[src/rtl/ckpk_pkg.sv]
package ckpk_pkg;
    localparam int LANES   = 4;
    localparam int LANE_W  = 32;
    localparam int VEC_W   = LANES * LANE_W;
    localparam int CH_W    = 8;
    localparam int IMM_W   = 5;
    localparam int FMT_W   = 3;
    localparam int EXP_W   = 8;
    localparam int MAN_W   = 23;
    localparam int BIAS    = 127;
    localparam int CH_MAX  = (1 << CH_W) - 1;

    localparam logic [FMT_W-1:0] FMT_COLOR = '0;

    typedef struct packed {
        logic [CH_W-1:0] a;
        logic [CH_W-1:0] r;
        logic [CH_W-1:0] g;
        logic [CH_W-1:0] b;
    } argb_t;

    typedef struct packed {
        logic             sign;
        logic [EXP_W-1:0] exp;
        logic [MAN_W-1:0] man;
    } f32_t;

    function automatic logic [FMT_W-1:0] fmt_of(input logic [IMM_W-1:0] imm);
        return imm[IMM_W-1 -: FMT_W];
    endfunction
endpackage

[src/rtl/ckpk_chan.sv]
module ckpk_chan
    import ckpk_pkg::*;
(
    input  logic [LANE_W-1:0] fval,
    output logic [CH_W-1:0]   chan
);
    localparam int SIG_W  = MAN_W + 1;
    localparam int PROD_W = 64;
    localparam int SH_BASE = BIAS + MAN_W;
    localparam int SH_MAX  = SIG_W + CH_W;

    f32_t f;
    logic [PROD_W-1:0] prod;
    logic [PROD_W-1:0] rounded;
    int unsigned sh;

    assign f = f32_t'(fval);

    always_comb begin
        prod    = PROD_W'({1'b1, f.man}) * PROD_W'(CH_MAX);
        sh      = 0;
        rounded = '0;
        chan    = '0;
        if (f.exp == '1 && f.man != '0) begin
            chan = '0;
        end else if (f.sign) begin
            chan = '0;
        end else if (f.exp == '0) begin
            chan = '0;
        end else if (int'(f.exp) >= BIAS) begin
            chan = CH_W'(CH_MAX);
        end else begin
            sh = unsigned'(SH_BASE - int'(f.exp));
            if (sh <= SH_MAX) begin
                rounded = (prod + (PROD_W'(1) << (sh - 1))) >> sh;
                chan    = rounded[CH_W-1:0];
            end
        end
    end
endmodule

[src/rtl/ckpk_color.sv]
module ckpk_color
    import ckpk_pkg::*;
(
    input  logic [VEC_W-1:0] src,
    output argb_t            word
);
    logic [CH_W-1:0] ch [LANES];

    for (genvar i = 0; i < LANES; i++) begin : g_lane
        ckpk_chan u_chan (
            .fval (src[VEC_W-1-i*LANE_W -: LANE_W]),
            .chan (ch[i])
        );
    end

    assign word.r = ch[0];
    assign word.g = ch[1];
    assign word.b = ch[2];
    assign word.a = ch[3];
endmodule

[src/rtl/ckpk_unit.sv]
module ckpk_unit
    import ckpk_pkg::*;
(
    input  logic               clk,
    input  logic               rst,
    input  logic               in_valid,
    input  logic [VEC_W-1:0]   src_vec,
    input  logic [IMM_W-1:0]   fmt_imm,
    output logic               out_valid,
    output logic [VEC_W-1:0]   out_vec,
    output logic               unhandled
);
    argb_t            word;
    logic             is_color;
    logic [VEC_W-1:0] nxt_vec;

    ckpk_color u_color (
        .src  (src_vec),
        .word (word)
    );

    assign is_color = (fmt_of(fmt_imm) == FMT_COLOR);
    assign nxt_vec  = is_color ? {{(VEC_W-LANE_W){1'b0}}, LANE_W'(word)} : src_vec;

    always_ff @(posedge clk) begin
        if (rst) begin
            out_valid <= 1'b0;
            out_vec   <= '0;
            unhandled <= 1'b0;
        end else begin
            out_valid <= in_valid;
            if (in_valid) begin
                out_vec   <= nxt_vec;
                unhandled <= !is_color;
            end
        end
    end


    valid_follow_chk: assert property (@(posedge clk) disable iff (rst)
        in_valid |=> out_valid);


    valid_cause_chk: assert property (@(posedge clk) disable iff (rst)
        out_valid |-> $past(in_valid));


    passthru_chk: assert property (@(posedge clk) disable iff (rst)
        (out_valid && unhandled) |-> (out_vec == $past(src_vec)));


    upper_zero_chk: assert property (@(posedge clk) disable iff (rst)
        (out_valid && !unhandled) |-> (out_vec[VEC_W-1:LANE_W] == '0));


    code_flag_chk: assert property (@(posedge clk) disable iff (rst)
        in_valid |=> (unhandled == ($past(fmt_imm[IMM_W-1 -: FMT_W]) != '0)));
endmodule

[config.mk]
export PLATFORM = sky130hd
export DESIGN_NAME = ckpk_unit
export DESIGN_NICKNAME = d
export VERILOG_FILES = /design/src/rtl/ckpk_pkg.sv /design/src/rtl/ckpk_chan.sv /design/src/rtl/ckpk_color.sv /design/src/rtl/ckpk_unit.sv
export SDC_FILE = /design/constraint.sdc
export NUM_CORES = 2
export LEC_CHECK = 0
export ABC_AREA = 1
export BUFFER_PORTS_ARGS = -buffer_cell sky130_fd_sc_hd__buf_2
export CAP_MARGIN = 10
export CORE_MARGIN = 2
export CORE_UTILIZATION = 35
export DETAILED_ROUTE_END_ITERATION = 8
export GPL_ROUTABILITY_DRIVEN = 0
export PLACE_DENSITY_LB_ADDON = 0.1
export REMOVE_ABC_BUFFERS = 1
export SYNTH_ARGS = -nofsm -noshare
export SYNTH_HDL_FRONTEND = slang
export SYNTH_SLANG_ARGS = --single-unit
export TNS_END_PERCENT = 20
[constraint.sdc]
create_clock -name clk -period 7.9 [get_ports clk]
set_input_delay 1.185 -clock clk [delete_from_list [all_inputs] [get_ports clk]]
set_output_delay 1.185 -clock clk [all_outputs]
set_load 0.05 [all_outputs]
Word-level counts from Yosys, hierarchy flattened
Cells that the tools add are included.
- muxes and demuxes: 21
- reductions and logical operators: 14
- eq/ne operators: 4
- multipliers: 4
- $add $sub $neg: 12
- shift operators: 8
- $lt $le $gt $ge: 8
- operators by type and width (operator ; count):
    $add 32x64->64 ; 4
    $shl 1x32->64 const A ; 4
    $shr 64x32->8 ; 4
    $mux 8 ; 20
    $le 32x6->1 const B ; 4
    $mul 24x8->32 const B ; 4
    $mux 128 ; 1
    $reduce_bool 23->1 ; 4
    $sub 9x2->10 const B ; 4
    $sub 8x8->9 const A ; 4
    $eq 8x8->1 const B ; 4
    $ge 8x7->1 const B ; 4
    $logic_not 8->1 ; 4
    $logic_and 1x1->1 ; 4
    $logic_not 3->1 ; 1
    $logic_not 1->1 ; 1
- output and inout port bits: 130
- register bits after elaboration: 130

Longest topological paths before layout
- depth after elaboration: 11
- mapped depth: 53

Hierarchy
Synthesis repeated with hierarchy kept, for this count alone.
- cell total of the unflattened synthesis: 5684
- area, all modules: 39391.5 µm²
- modules (own cells, without submodules) (module ; times used ; sequential area each (µm²) ; cells an instance ; area each (µm²)):
    ckpk_chan at u_color.g_lane[1].u_chan ; 1 ; 0.0 ; 1259 ; 8554.5
    ckpk_chan at u_color.g_lane[2].u_chan ; 1 ; 0.0 ; 1243 ; 8554.5
    ckpk_chan at u_color.g_lane[0].u_chan ; 1 ; 0.0 ; 1258 ; 8505.7
    ckpk_chan at u_color.g_lane[3].u_chan ; 1 ; 0.0 ; 1207 ; 8209.1
    ckpk_unit ; 1 ; 2602.5 ; 717 ; 5567.8

Least setup slack after synthesis
OpenSTA, ideal clock, no wires.
- path type: input -> register
- start point: in src_vec[55]
- end point: reg out_vec[6]
- slack: -176 ps
- data arrival time: 7964 ps
- required time: 7788 ps
- stages: 39
- setup time: 112 ps
- buffers on the path: 3
- cell sequence: buf_2 inv_2 clkbuf_1 clkbuf_1 ha_1 nand2_1 nor2_1 nand2_1 nor2_1 xor2_1 inv_1 nor2_1 clkinv_1 nor4_1 fa_1 fa_1 inv_1 fa_1 [... 3 more ...] nand3_1 nand3_1 a21oi_1 o21ai_0 nand3_1 nand2_1 nand2_1 nand3_1 o21ai_0 or2_2 nand3_1 nand3_1 a21oi_1 nand2_1 nand2_1 nand2_1 nand2_1 nand2_1
- word-level cells in the longest chain between the ends: 11
- elaborated cells between the ends (all ways): 16
- those cells by class: add/sub (3); order compare (2); eq/ne (1); shift (2); mux (6); reduce/logical (2)
- ends and longest elaborated chain (item ; RTL line ; text):
    start, declared ; ckpk_unit.sv:7 ; input logic [VEC_W-1:0] src_vec,
    $sub 8x8->9 ; ckpk_chan.sv:33 ; sh = unsigned'(SH_BASE - int'(f.exp));
    $sub 9x2->10 ; ckpk_chan.sv:35 ; rounded = (prod + (PROD_W'(1) << (sh - 1))) >> sh;
    $shl 1x32->64 ; ckpk_chan.sv:35 ;
    $add 32x64->64 ; ckpk_chan.sv:35 ;
    $shr 64x32->8 ; ckpk_chan.sv:35 ;
    $mux 8 ; ckpk_chan.sv:34 ; if (sh <= SH_MAX) begin
    $mux 8 ; ckpk_chan.sv:30 ; end else if (int'(f.exp) >= BIAS) begin
    $mux 8 ; ckpk_chan.sv:28 ; end else if (f.exp == '0) begin
    $mux 8 ; ckpk_chan.sv:26 ; end else if (f.sign) begin
    $mux 8 * ; ckpk_chan.sv:24 ; if (f.exp == '1 && f.man != '0) begin
    $mux 128 * ; ckpk_unit.sv:23 ; assign nxt_vec = is_color ? {{(VEC_W-LANE_W){1'b0}}, LANE_W'(word)} : src_vec;
    end signal, assigned ; ckpk_unit.sv:33 ; out_vec <= nxt_vec;
    end, declared ; ckpk_unit.sv:10 ; output logic [VEC_W-1:0] out_vec,
Every way passes the cells marked *; elsewhere a longest branch is shown, timed or not.
A chain may end at the register's enable or synchronous reset.

Final worst setup path
- start point: in src_vec[23]
- end point: reg out_vec[25]
The elaborated chain is that of the path after synthesis.

==> flow_summary.toml <==
[logic_synthesis]
ys_seq_area_share_pct = 6.866
synth_top_cell_by_area = "fa_1"
synth_edf_count = 0
async_flop_share_pct = 0
synth_common_cells = "nand2_1 (1107), inv_1 (946), nand3_1 (744)"
synth.top_cell.area_share_pct = 28.89
yosysWarnings = 0
yosys.cell_types.count = 56
synth.area.top_cells = "fa_1 (29%), nand2_1 (11%), nand3_1 (9.8%)"
syn_area_mm2 = 0.03790
post-synth-top-count-cell = "nand2_1"
synth-main-ff-cell = "dfxtp_1"
syn_inst = 5514
avgSynthCellArea_um2 = 6.874
ys_ff_latch = 130

[final_layout]
area.growth.synth_to_final_pct = 23.34
drive_above_1_share_pct = 20.54
nets = 7237
nFillCells = 11450
final_core_util_pct = 43.61

[pwr]
ir_drop_uv = 209.3
switching_share_pct = 52.98
p_leak_nw = 23.23
p_int_mw = 9.354
power.share.clock_pct = 4.5
comb_power_share_pct = 91.9
pwr-share-seq_pct = 3.6
powerDensity_mw_per_mm2 = 425.5
p_sw_mw = 10.54

[placement]
place_worst_setup_slack_ns = -0.3623
io_buffers = 263
hpwl_mm = 116.2

[worst_hold_path]
min_path_type = "register to register"
hold_end = "out_vec[63]"
worstHoldPathCells = 2
min_from = "out_vec[63]"

[cts]
cts_tree = "done"
cts_buffers = 17
ctsLongestPathBuffers = 2
clock-root-buffer = "clkbuf_16"
cts_sinks = 130
htreeDepth = 4
hold_buffers = 0
clk_pin_slew_ns = 0.08
worst_skew_pair.late_latency_ns = 0.52

[sta]
finalCriticalPeriod_ns = 7.523
clock_skew_ns = 0
grt_setup_unrepaired = "true"
setup_violations = 0
hold_viol_final = 0
relSlewSlack_pct = 24.82
slew_viol_final = 0
tightest_slew_ns = 1.121
period_share_pct = 95.23
finalWorstSetupSlack_ns = 0.3765
fmax_ghz = 0.1329

[setup_path]
cp_slowest_stage_delay_ns = 0.51
critPathArrivalTime_ns = 7.94
required_ns = 8.31
critPathMostFrequentCell = "nand2_1"
startpoint_type = "primary input"
cp-end-kind = "register"
rr_endpoint = "out_vec[14]"
r2r_start = "out_vec[14]"
cp_slowest_cell = "fa_1"
cp_top_family = "simple AND/OR/NAND/NOR gates"
rr_worst_depth = 4
r2r_slack_ns = 7.01
worstPathMaxFanout = 6
worstSetupPathType = "primary input to register"
path_buf_inv = 6

[floorplanning]
start_util_pct = 35.35
die_w_um = 333.1
row_count = 120
die_y_um = 333.1
die_area_mm2 = 0.1109
pin_count = 266
core_area_mm2 = 0.1072

[drt]
routed_wl_mm = 138.2
ant_nets = 0
route.detailed.drc = 0
via_count = 39180
drt_iter0_markers = 2872
viasPerCell = 5.104
first_pass_iters = 6
wl_per_cell_um = 18.00

[global_route]
grt_pass1_wl_mm = 220.6
first_global_vias = 39500
grt-ovfl-total = 0
grt_max_degree = 66
grtUsageTotal_pct = 25.20
antenna_found_initial = 15

[job]
cap_violations = 0

[run_status]
status = "complete, no violations"
-- stage by stage --
step           area, um^2  hold slack (ns)  setup TNS [ns]  total power [mW]  std cells
2_1_floorplan       37000           0.6905          -39.97             10.24       5290
3_3_place_gp        45180           0.4484          -6.472             18.08       7630
3_5_place_dp        45180           0.4524          -8.161             18.07       7630
4_1_cts             45800           0.4631               0             19.11       7662
5_1_grt             46750           0.4788         -0.2646             22.12       7675
6_report            46750           0.4619               0             19.89       7676
-- routing by layer --
| metal | part of all wire (%) | wire [um] | up-vias | GRT usage [%] |
|---|---|---|---|---|
| met1 | 47 | 65620 | 18750 | 35.54 |
| met2 | 46 | 63810 | 923 | 41.56 |
| met5 | 0.085 | 118 | - | 0 |
| li1 | - | - | 19390 | - |
| met4 | 1.3 | 1824 | 18 | 4.303 |
| met3 | 4.9 | 6824 | 110 | 3.332 |
-- repair_timing --
action                                  CTS  global route
endpoints found under the setup margin    0            32
gates resized for setup                   0           239
buffers inserted                          0            11
-- cell families (layout without fill, tap and decap cells) --
kind of cell	Yosys count	count (layout)	share of synthesized area (%)
fa+ha+maj	844	844	38.70
simple gates	2601	2601	31.30
other cells	0	3	0
mux	3	3	0.07923
xor+xnor	27	27	0.7131
flops	130	130	6.867
buf+inv	1201	1957	12.05
compound gates	708	708	10.29
-- cell usage in the layout (no fill, tap or decap), drive strengths merged, types with 13 or more instances in the layout --
| cell | Yosys | final |
|---|---|---|
| o211ai | 39 | 39 |
| nor2 | 314 | 314 |
| nand3 | 746 | 746 |
| a31oi | 25 | 25 |
| o21bai | 13 | 13 |
| or2 | 58 | 58 |
| nand4 | 232 | 232 |
| nand3b | 22 | 22 |
| fa | 547 | 547 |
| buf | 82 | 946 |
| o21ai | 257 | 257 |
| inv | 966 | 974 |
| nand2 | 1126 | 1126 |
| ha | 297 | 297 |
| a21o | 18 | 18 |
| dfxtp | 130 | 130 |
| xor2 | 15 | 15 |
| clkbuf | 142 | 19 |
| nor4 | 28 | 28 |
| nor3 | 64 | 64 |
| a21oi | 307 | 307 |
| clkinv | 11 | 18 |
-- worst max-delay path by stage --
stage                      start          end  depth (start not counted)
floorplan            src_vec[87]   out_vec[9]                         35
global placement     src_vec[23]  out_vec[30]                         44
detailed placement   src_vec[23]  out_vec[30]                         44
CTS                  src_vec[55]   out_vec[4]                         46
global route        src_vec[120]  out_vec[18]                         46
finish               src_vec[23]  out_vec[25]                         43
-- power by group through the flow --
stage	clock network (mW)	logic, mW	registers (mW)
floorplan	0	9.39	0.855
global placement	0	17.4	0.729
detailed placement	0	17.3	0.730
CTS	0.927	17.5	0.715
global route	0.945	20.5	0.720
finish	0.896	18.3	0.716
-- sequential cells by signal, indices dropped and copies added (netlist names) --
signal / count
out_valid: 1
out_vec: 128
unhandled: 1
-- worst min-delay path: stages (launching register included) --
cell and delay (ns):
dfxtp_1 0.31, nand2_1 0.06, a21oi_1 0.05
-- layout make-up --
type                       count  area, um^2  share of cell area (%)
antenna                        3       7.507                 0.01606
timing repair buffer         948        6511                   13.93
tap                         1403        1755                   3.755
multi-input combinational   4183       31580                   67.56
clock buffer                  17       425.4                  0.9100
sequential                   130        2603                   5.567
clock inverter                15       188.9                  0.4041
inverter                     977        3675                   7.861
(Power assumes the default switching activity.)
